### src/rtl/boot_sel_pkg.sv
package boot_sel_pkg;
  localparam int ADDR_W = 16;
  localparam int BYTE_W = 8;

  typedef enum logic [1:0] {
    ST1_APP    = 2'd0,
    ST1_CHECK  = 2'd1,
    ST1_FORCED = 2'd2
  } stage1_e;

  typedef struct packed {
    logic              forced;
    logic              jump_app;
    logic [BYTE_W-1:0] status;
    logic [BYTE_W-1:0] vector;
  } boot_cfg_t;
endpackage

### src/rtl/boot_strap_sampler.sv
module boot_strap_sampler
  import boot_sel_pkg::*;
(
  input  logic              clk,
  input  logic              rst,
  input  logic              strap_store_n,
  input  logic              strap_ext_access,
  input  logic              strap_latch_en,
  input  logic              cfg_jump_app,
  input  logic [BYTE_W-1:0] cfg_status,
  input  logic [BYTE_W-1:0] cfg_vector,
  output boot_cfg_t         cfg_q,
  output logic              cfg_go
);
  logic rst_d;
  logic force_now;

  assign force_now = ~strap_store_n & strap_ext_access & strap_latch_en;

  always_ff @(posedge clk) begin
    if (rst) begin
      rst_d  <= 1'b1;
      cfg_go <= 1'b0;
      cfg_q  <= '0;
    end else begin
      rst_d  <= 1'b0;
      cfg_go <= rst_d;
      if (rst_d) begin
        cfg_q.forced   <= force_now;
        cfg_q.jump_app <= cfg_jump_app;
        cfg_q.status   <= cfg_status;
        cfg_q.vector   <= cfg_vector;
      end
    end
  end
endmodule

### src/rtl/boot_stage_one.sv
module boot_stage_one
  import boot_sel_pkg::*;
#(
  parameter logic [BYTE_W-1:0] LOADER_PAGE = 8'hFC,
  parameter logic [BYTE_W-1:0] CHECK_LOW   = 8'h03,
  parameter logic [ADDR_W-1:0] APP_START   = 16'h0000
) (
  input  logic              clk,
  input  logic              rst,
  input  logic              cfg_go,
  input  logic              forced,
  input  logic              jump_app,
  output stage1_e           s1_kind,
  output logic [ADDR_W-1:0] s1_addr,
  output logic              s1_go
);
  localparam logic [ADDR_W-1:0] LOADER_ADDR = {LOADER_PAGE, {BYTE_W{1'b0}}};
  localparam logic [ADDR_W-1:0] CHECK_ADDR  = {LOADER_PAGE, CHECK_LOW};

  always_ff @(posedge clk) begin
    if (rst) begin
      s1_kind <= ST1_APP;
      s1_addr <= '0;
      s1_go   <= 1'b0;
    end else begin
      s1_go <= cfg_go;
      if (cfg_go) begin
        if (forced) begin
          s1_kind <= ST1_FORCED;
          s1_addr <= LOADER_ADDR;
        end else if (jump_app) begin
          s1_kind <= ST1_APP;
          s1_addr <= APP_START;
        end else begin
          s1_kind <= ST1_CHECK;
          s1_addr <= CHECK_ADDR;
        end
      end
    end
  end
endmodule

### src/rtl/boot_stage_two.sv
module boot_stage_two
  import boot_sel_pkg::*;
#(
  parameter logic [BYTE_W-1:0] LOADER_PAGE = 8'hFC,
  parameter logic [ADDR_W-1:0] APP_START   = 16'h0000
) (
  input  logic              clk,
  input  logic              rst,
  input  logic              s1_go,
  input  stage1_e           s1_kind,
  input  logic [BYTE_W-1:0] status,
  input  logic [BYTE_W-1:0] vector,
  output logic [ADDR_W-1:0] final_addr,
  output logic              final_go,
  output logic              forced_flag
);
  localparam logic [BYTE_W-1:0] ZERO_LOW = '0;

  always_ff @(posedge clk) begin
    if (rst) begin
      final_addr  <= '0;
      final_go    <= 1'b0;
      forced_flag <= 1'b0;
    end else begin
      final_go <= s1_go;
      if (s1_go) begin
        forced_flag <= (s1_kind == ST1_FORCED);
        unique case (s1_kind)
          ST1_FORCED: final_addr <= {LOADER_PAGE, ZERO_LOW};
          ST1_CHECK:  final_addr <= (status == '0) ? APP_START : {vector, ZERO_LOW};
          default:    final_addr <= APP_START;
        endcase
      end
    end
  end
endmodule

### src/rtl/boot_vector_select.sv
module boot_vector_select
  import boot_sel_pkg::*;
#(
  parameter logic [BYTE_W-1:0] LOADER_PAGE = 8'hFC,
  parameter logic [BYTE_W-1:0] CHECK_LOW   = 8'h03,
  parameter logic [ADDR_W-1:0] APP_START   = 16'h0000
) (
  input  logic              clk,
  input  logic              rst,
  input  logic              strap_store_n,
  input  logic              strap_ext_access,
  input  logic              strap_latch_en,
  input  logic              cfg_jump_app,
  input  logic [BYTE_W-1:0] cfg_status,
  input  logic [BYTE_W-1:0] cfg_vector,
  output logic [ADDR_W-1:0] stage1_addr,
  output logic [ADDR_W-1:0] start_addr,
  output logic              start_valid,
  output logic              forced_loader
);
  boot_cfg_t cfg_q;
  logic      cfg_go;
  stage1_e   s1_kind;
  logic      s1_go;

  boot_strap_sampler u_sample (
    .clk              (clk),
    .rst              (rst),
    .strap_store_n    (strap_store_n),
    .strap_ext_access (strap_ext_access),
    .strap_latch_en   (strap_latch_en),
    .cfg_jump_app     (cfg_jump_app),
    .cfg_status       (cfg_status),
    .cfg_vector       (cfg_vector),
    .cfg_q            (cfg_q),
    .cfg_go           (cfg_go)
  );

  boot_stage_one #(
    .LOADER_PAGE (LOADER_PAGE),
    .CHECK_LOW   (CHECK_LOW),
    .APP_START   (APP_START)
  ) u_one (
    .clk      (clk),
    .rst      (rst),
    .cfg_go   (cfg_go),
    .forced   (cfg_q.forced),
    .jump_app (cfg_q.jump_app),
    .s1_kind  (s1_kind),
    .s1_addr  (stage1_addr),
    .s1_go    (s1_go)
  );

  boot_stage_two #(
    .LOADER_PAGE (LOADER_PAGE),
    .APP_START   (APP_START)
  ) u_two (
    .clk         (clk),
    .rst         (rst),
    .s1_go       (s1_go),
    .s1_kind     (s1_kind),
    .status      (cfg_q.status),
    .vector      (cfg_q.vector),
    .final_addr  (start_addr),
    .final_go    (start_valid),
    .forced_flag (forced_loader)
  );
endmodule

### config.mk
export PLATFORM = sky130hd
export DESIGN_NAME = boot_vector_select
export DESIGN_NICKNAME = d
export VERILOG_FILES = /design/src/rtl/boot_sel_pkg.sv /design/src/rtl/boot_strap_sampler.sv /design/src/rtl/boot_stage_one.sv /design/src/rtl/boot_stage_two.sv /design/src/rtl/boot_vector_select.sv
export SDC_FILE = /design/constraint.sdc
export NUM_CORES = 1
export LEC_CHECK = 0
export BUFFER_PORTS_ARGS = -buffer_cell sky130_fd_sc_hd__buf_2
export CAP_MARGIN = 20
export CORE_MARGIN = 5
export CORE_UTILIZATION = 32
export DETAILED_ROUTE_END_ITERATION = 10
export PLACE_DENSITY = 0.61
export SLEW_MARGIN = 20
export SYNTH_ARGS = -nofsm -noshare
export SYNTH_HDL_FRONTEND = slang
export SYNTH_HIERARCHICAL = 1
export SYNTH_SLANG_ARGS = --single-unit
export TNS_END_PERCENT = 5
### constraint.sdc
create_clock -name clk -period 1.59 [get_ports clk]
set_input_delay 0.318 -clock clk [delete_from_list [all_inputs] [get_ports clk]]
set_output_delay 0.318 -clock clk [all_outputs]
set_load 0.03 [all_outputs]
# Word level (Yosys, flattened, before mapping)
# Cells that the tools add are included.
[op_classes]
n_mux = 7
n_div = 0
bitwise = 3
n_reduce_logical = 1
add_sub_neg = 0
shift = 0
eq_ne = 2
multipliers = 0
magnitude_cmp = 0
[op_table]
columns = ["operator", "n"]
rows = [
  ["$mux 16", 3],
  ["$pmux 16 s2", 1],
  ["$logic_not 8->1", 1],
  ["$and 1x1->1", 2],
  ["$eq 2x1->1 const B", 1],
  ["$eq 2x2->1 const B", 1],
  ["$mux 1", 2],
  ["$mux 2", 1],
  ["$not 1->1", 1],
]
[totals]
memories = 0
latch_bits = 0
mem_bits_rw = 0
in_bits = 22
ff_bits = 57
word_cells = 25
mem_bits_ro = 0

# Longest topological paths before layout
# Gate-level depths: netlist of run 1.
[logic_depth]
ltp_word = 3
mapped_depth = 7
ltp_nobuf = 5

# Modules after synthesis
# The synthesis of run 1 kept the hierarchy.
[modules_own_cells]
columns = ["mod", "instances", "cells_per_inst", "area_each_um2"]
rows = [
  ["boot_strap_sampler", 1, 62, 693.2],
  ["boot_stage_two", 1, 49, 511.7],
  ["boot_stage_one", 1, 29, 256.5],
]

# Worst setup path after synthesis of run 1
# OpenSTA, ideal clock, no wires.
[synth_timing]
kind = "register to register"
from = "register u_one/s1_addr[1] (netlist name)"
to = "register u_two.final_addr[8]"
path_stages_with_launch = 6
t_arrival_ns = 1.669
setup_time_ns = 0.059
slack_ns = -0.139
path_buffers = 1
cell_sequence = "dfxtp_1 buf_4 inv_1 ha_1 a2111oi_4 a22o_1"
[synth_rtl]
columns = ["element", "line", "source"]
rows = [
  ["end signal, assigned", "boot_stage_two.sv:29", "ST1_FORCED: final_addr <= {LOADER_PAGE, ZERO_LOW};"],
  ["end signal, assigned", "boot_stage_two.sv:30", "ST1_CHECK: final_addr <= (status == '0) ? APP_START : {vector, ZERO_LOW};"],
  ["end, declared", "boot_stage_two.sv:13", "output logic [ADDR_W-1:0] final_addr,"],
]

==> flow_metrics.py, run 1 <==
metrics = {
    "global_route": {
        "grt_pass1_wl_mm": 4.20,
        "grt.overflow.total": 0,
        "grt_max_degree": 34,
        "grt_pass1_vias": 901,
        "antenna_found_initial": 0,
        "track_usage_pct": 8.61,
    },
    "detailed_routing": {
        "viasPerCell": 4.28,
        "drtIter0Drc": 43,
        "wl_per_cell_um": 11.5,
        "wl_mm": 2.60,
        "drc_errors": 0,
        "ant_nets": 0,
        "vias": 972,
        "dr.pass1.iters": 5,
    },
    "pwr": {
        "p_per_area_mw_per_mm2": 1050,
        "ir_drop_uv": 631,
        "pwr-share-clk_pct": 35.9,
        "swShare_pct": 26.0,
        "seqPwrFrac_pct": 51.4,
        "power.leakage_nw": 0.790,
        "p_int_mw": 1.31,
        "switching_power_mw": 0.461,
        "pwr-share-comb_pct": 12.7,
    },
    "yosys": {
        "syn_area_mm2": 0.00146,
        "syn_inst": 140,
        "ys_types": 23,
        "avgSynthCellArea_um2": 10.4,
        "synth.top_cell.area_share_pct": 46.6,
        "yosysTopAreaCell": "dfxtp_1",
        "ys_ff_latch": 34,
        "yosys-top-cells-area": "dfxtp_1, mux2i_1, buf_4",
        "yosys_warnings": 6,
        "synth_seq_area_share_pct": 46.6,
    },
    "clock_network": {
        "postCtsSetupRepairBufs": 0,
        "numCtsBuffers": 5,
        "ctsHoldBuffers": 0,
        "post_cts_resized": 0,
        "ctsHtreeMaxLevel": 2,
        "clk_pin_slew_ps": 70,
        "clk_latency_ps": 280,
        "cts_root_buf": "clkbuf_8",
        "cts.sinks": 34,
        "cts.path.max_buffers": 2,
        "cts_tree": "built",
    },
    "worst_setup_path": {
        "cp_slowest_cell": "a2111oi_4",
        "worstPathMaxFanout": 6,
        "crit_chain": "inv_1 > ha_4 > a2111oi_4 > buf_4 > o2bb2ai_1",
        "path_class": "flip-flop to flip-flop",
        "r2r_slack_ps": 170,
        "crit_path_max_incr_delay_ps": 370,
        "timing.rr.start": "u_one/s1_addr[1]",
        "critPathTopFamily": "compound AO/OA/AOI/OAI gates",
        "reg2reg_depth": 5,
        "endpoint_kind": "flip-flop",
        "r2r_end": "u_two/final_addr[14]",
        "path_buf_inv": 2,
        "worstSetupEndpoint": "u_two/final_addr[14]",
        "startpoint_type": "flip-flop",
        "path_depth": 5,
        "crit_start": "u_one/s1_addr[1]",
        "cp.arrival_ps": 1630,
        "required_ps": 1800,
    },
    "die": {
        "dieArea_mm2": 0.00602,
        "start_util_pct": 33.3,
        "core_mm2": 0.00438,
        "num_rows": 24,
        "die_h_um": 77.6,
        "design.portCount": 56,
        "die-width_um": 77.6,
    },
    "final_layout": {
        "area_delta_synth_final_pct": 15.2,
        "diodes": 0,
        "final_core_util_pct": 38.4,
        "nets": 198,
        "layout-drive-gt1-share_pct": 32.0,
    },
    "placement": {
        "io_buffers": 39,
        "globalplace.congestion": 0.674,
        "hpwlAfterDp_mm": 1.96,
    },
    "hold_path": {
        "hold_path_depth": 3,
        "hold_path_class": "primary input to flip-flop",
    },
    "sta": {
        "tns_ps": 0,
        "drv_slew": 0,
        "rsz0062_at_grt": "false",
        "period_needed_ps": 1420,
        "finalSetupViolations": 0,
        "hold_ws_ps": 271,
        "fin_skew_ps": 6.47,
        "finalHoldViolCount": 0,
        "fin_crit_sh_pct": 89.6,
        "timing.fmax_mhz": 702,
    },
    "flow_run": {
        "drv_cap": 0,
    },
    "run_status": {
        "status": "complete, no violations",
    },
}
-- state kept, by name (all words and copies together) (netlist names) --
register and count:
u_sample/cfg_q 18, u_two/final_addr 8, u_one/s1_addr 2, u_one/s1_go 1, u_one/s1_kind 1, u_sample/cfg_go 1
u_sample/rst_d 1, u_two/final_go 1, u_two/forced_flag 1
-- power by group through the flow --
stage | sequential (mW) | combinational, mW | clock [mW]
floorplan | 0.933 | 0.214 | 0
global placement | 0.929 | 0.226 | 0
detailed placement | 0.930 | 0.227 | 0
CTS | 0.911 | 0.228 | 0.654
global route | 0.916 | 0.244 | 0.694
finish | 0.910 | 0.225 | 0.636
-- layout make-up --
type	count	area, µm²
well taps	52	65.1
flip-flops and latches	34	684
multi-input cells	87	611
fillers	436	2700
clock inverters	1	5.00
repair buffers	42	218
clock buffers	7	86.3
inverters	4	15.0
-- cells in the mapped netlist --
| master | count |
|---|---|
| a2111oi_4 | 1 |
| a21oi_1 | 7 |
| a21oi_2 | 1 |
| a22o_1 | 2 |
| a311oi_1 | 1 |
| and3b_1 | 1 |
| buf_1 | 1 |
| buf_2 | 2 |
| buf_4 | 23 |
| buf_6 | 3 |
| conb_1 | 2 |
| dfxtp_1 | 34 |
| ha_1 | 2 |
| inv_1 | 4 |
| mux2i_1 | 19 |
| nand2b_1 | 2 |
| nand2b_4 | 1 |
| nand4b_1 | 1 |
| nor2_1 | 22 |
| nor2b_1 | 2 |
| nor4_2 | 2 |
| o2bb2ai_1 | 6 |
| or3b_1 | 1 |
-- layer usage --
layer / part of all wire, % / vias up / track usage, %
met4: 0.54 / 0 / 2.58
met2: 45 / 33 / 12.9
met1: 44 / 436 / 10.4
met3: 10 / 2 / 4.98
li1: - / 501 / -
met5: 0 / - / 0
-- cell families (layout without fill, tap and decap cells) --
family,after synthesis,after routing,synth area share [%]
and+or+nand+nor,32,32,11.8
buffers and inverters,33,54,16.1
muxes,19,19,13.0
DFF,34,34,46.6
AOI/OAI and AO/OA,18,18,10.3
adders and majority gates,2,2,1.71
other,2,16,0.514
-- cell usage in the layout (no fill, tap or decap), drive strengths merged, types with 3 or more instances in the layout --
cell type,n
a21oi,8
buf,42
clkbuf,7
conb,16
dfxtp,34
inv,4
mux2i,19
nand2b,3
nor2,22
o2bb2ai,6
-- worst min-delay path by stage --
stage	start	end	slack, ps
after floorplan	rst	u_sample/rst_d	350
after global placement	u_sample/cfg_q[7]	u_two/final_addr[15]	440
after detailed placement	u_sample/cfg_q[7]	u_two/final_addr[15]	450
after CTS	cfg_status[5]	u_sample/cfg_q[13]	270
after global routing	cfg_status[3]	u_sample/cfg_q[11]	270
final	cfg_status[5]	u_sample/cfg_q[13]	270
-- per-stage QoR --
step           instances  instance area (µm²)  setup WS (ps)  total power, mW
2_1_floorplan        154                 1530           61.2             1.15
3_3_place_gp         219                 1590            202             1.16
3_5_place_dp         219                 1590            163             1.16
4_1_cts              227                 1680            150             1.79
5_1_grt              227                 1680           74.8             1.85
6_report             227                 1680            166             1.77
-- tightest hold or removal path, stage by stage --
cell and delay [ps]:
buf_2 70, mux2i_1 50, nor2_1 70
Note: power is estimated with default switching activity, not from simulation.
==> inputs of run 2 (changes only) <==
- BUFFER_PORTS_ARGS: -buffer_cell sky130_fd_sc_hd__buf_2 -> -buffer_cell sky130_fd_sc_hd__clkbuf_2
==> run 2 against run 1 <==
Final cell count is 0.88% lower. Sequential share of layout area is 0.21 points higher. Register-to-register slack hardly changed. Clock power is 4.7% lower. Sequential power hardly changed. Critical path depth is 1 higher. Critical path type unchanged. Largest power group unchanged.
==> flow_metrics.py, run 2 (synthesized netlist as in run 1, its figures left out) <==
metrics = {
    "clock_network": {
        "cts.sinks": 34,
        "cts.path.max_buffers": 2,
        "cts_tree": "built",
        "clk_pin_slew_ps": 60,
        "numCtsBuffers": 5,
        "ctsHtreeMaxLevel": 2,
        "post_cts_resized": 0,
        "cts_root_buf": "clkbuf_8",
        "clk_latency_ps": 280,
    },
    "detailed_routing": {
        "met1Wirelength_mm": 1.28,
        "drtIter0Drc": 40,
        "route.met2.wl_mm": 1.13,
        "highest_layer": "met4",
        "dr.pass1.iters": 4,
        "wl_per_cell_um": 11.9,
        "vias": 962,
        "viasPerCell": 4.28,
        "drc_errors": 0,
        "wl_mm": 2.68,
        "dr_wl_met3_um": 216,
        "ant_nets": 0,
    },
    "pwr": {
        "ir_drop_uv": 528,
        "power.leakage_nw": 0.776,
        "power.total_mw": 1.74,
        "p_per_area_mw_per_mm2": 1040,
    },
    "die": {
        "die-width_um": 77.6,
        "num_rows": 24,
        "dieArea_mm2": 0.00602,
        "design.portCount": 56,
        "start_util_pct": 33.3,
        "die_h_um": 77.6,
        "core_mm2": 0.00438,
    },
    "global_route": {
        "grt_pass1_vias": 930,
        "grt.overflow.total": 0,
        "track_usage_pct": 9.05,
        "grt_max_degree": 34,
        "antenna_found_initial": 0,
        "grt_pass1_wl_mm": 4.33,
    },
    "final_layout": {
        "layout-drive-gt1-share_pct": 31.8,
        "reg_top3": "u_sample/cfg_q: 18 flops, u_two/final_addr: 8 flops, u_one/s1_addr: 2 flops",
        "diodes": 0,
        "regMostFlops": "u_sample/cfg_q",
        "final_cell_mix": "clkbuf_2, dfxtp_1, nor2_1",
        "area_delta_synth_final_pct": 14.6,
        "largest_reg_flops": 18,
        "nets": 198,
        "layout_commonest_cell": "clkbuf_2",
    },
    "worst_setup_path": {
        "required_ps": 1800,
        "reg2reg_depth": 6,
        "path_class": "flip-flop to flip-flop",
        "cp.arrival_ps": 1630,
        "worstPathMaxFanout": 6,
        "endpoint_kind": "flip-flop",
        "startpoint_type": "flip-flop",
    },
    "sta": {
        "drv_slew": 0,
        "tns_ps": 0,
        "rsz0062_at_grt": "false",
        "fin_skew_ps": 3.06,
        "finalHoldViolCount": 0,
        "timing.fmax_mhz": 705,
        "fin_crit_sh_pct": 89.2,
        "finalSetupViolations": 0,
        "period_needed_ps": 1420,
    },
    "placement": {
        "hpwlAfterDp_mm": 1.96,
        "globalplace.congestion": 0.695,
        "io_buffers": 39,
    },
    "flow_run": {
        "drv_cap": 0,
    },
    "hold_path": {
        "hold_path_depth": 3,
        "hold_path_class": "primary input to flip-flop",
    },
    "run_status": {
        "status": "complete, no violations",
    },
}
==> run 2: metrics by stage <==
stage               hold slack, ps  utilization [%]  worst slack, ps  cells  instance area [µm²]
global route                   280             38.2             82.4    225                 1680
floorplan                      346                -             61.2    154                 1530
finish                         273             38.2              172    225                 1680
CTS                            266             38.0             74.1    224                 1670
detailed placement             451             36.2             75.2    218                 1590
global placement               443             36.2              115    218                 1590
==> run 2: timing repair <==
item	CTS	global route
buffers inserted	0	1
setup endpoints to repair	0	2
hold buffers	0	0
==> run 2: layout make-up <==
| class | count | area, µm² |
|---|---|---|
| Sequential cell | 34 | 684 |
| Multi-Input combinational cell | 87 | 611 |
| Timing Repair Buffer | 42 | 218 |
| Inverter | 4 | 15.0 |
| Clock buffer | 6 | 82.6 |
| Fill cell | 444 | 2710 |
| Tap cell | 52 | 65.1 |
==> run 2: layer usage <==
metal,GRT usage [%],up-vias
met5,0,-
met4,5.67,0
met3,3.01,5
met2,12.7,36
met1,11.8,424
li1,-,497
==> run 2: worst max-delay path, cell delays in order, from the launching register on <==
cell and delay [ps]:
dfxtp_1 350, inv_1 70, ha_1 180, nand2b_4 70, a2111oi_4 360, buf_4 210, o2bb2ai_1 110
==> run 2: power by group <==
part	internal [mW]	switching (mW)
Sequential	0.886	0.0249
Clock	0.333	0.273
Combinational	0.0758	0.151
==> run 2: worst paths after layout <==
path                          end  slack, ps               from
min             u_sample/cfg_q[8]        270      cfg_status[0]
min reg2reg  u_two/final_addr[15]        470  u_sample/cfg_q[7]
max reg2reg  u_two/final_addr[12]        170   u_one/s1_kind[1]
max          u_two/final_addr[12]        170   u_one/s1_kind[1]
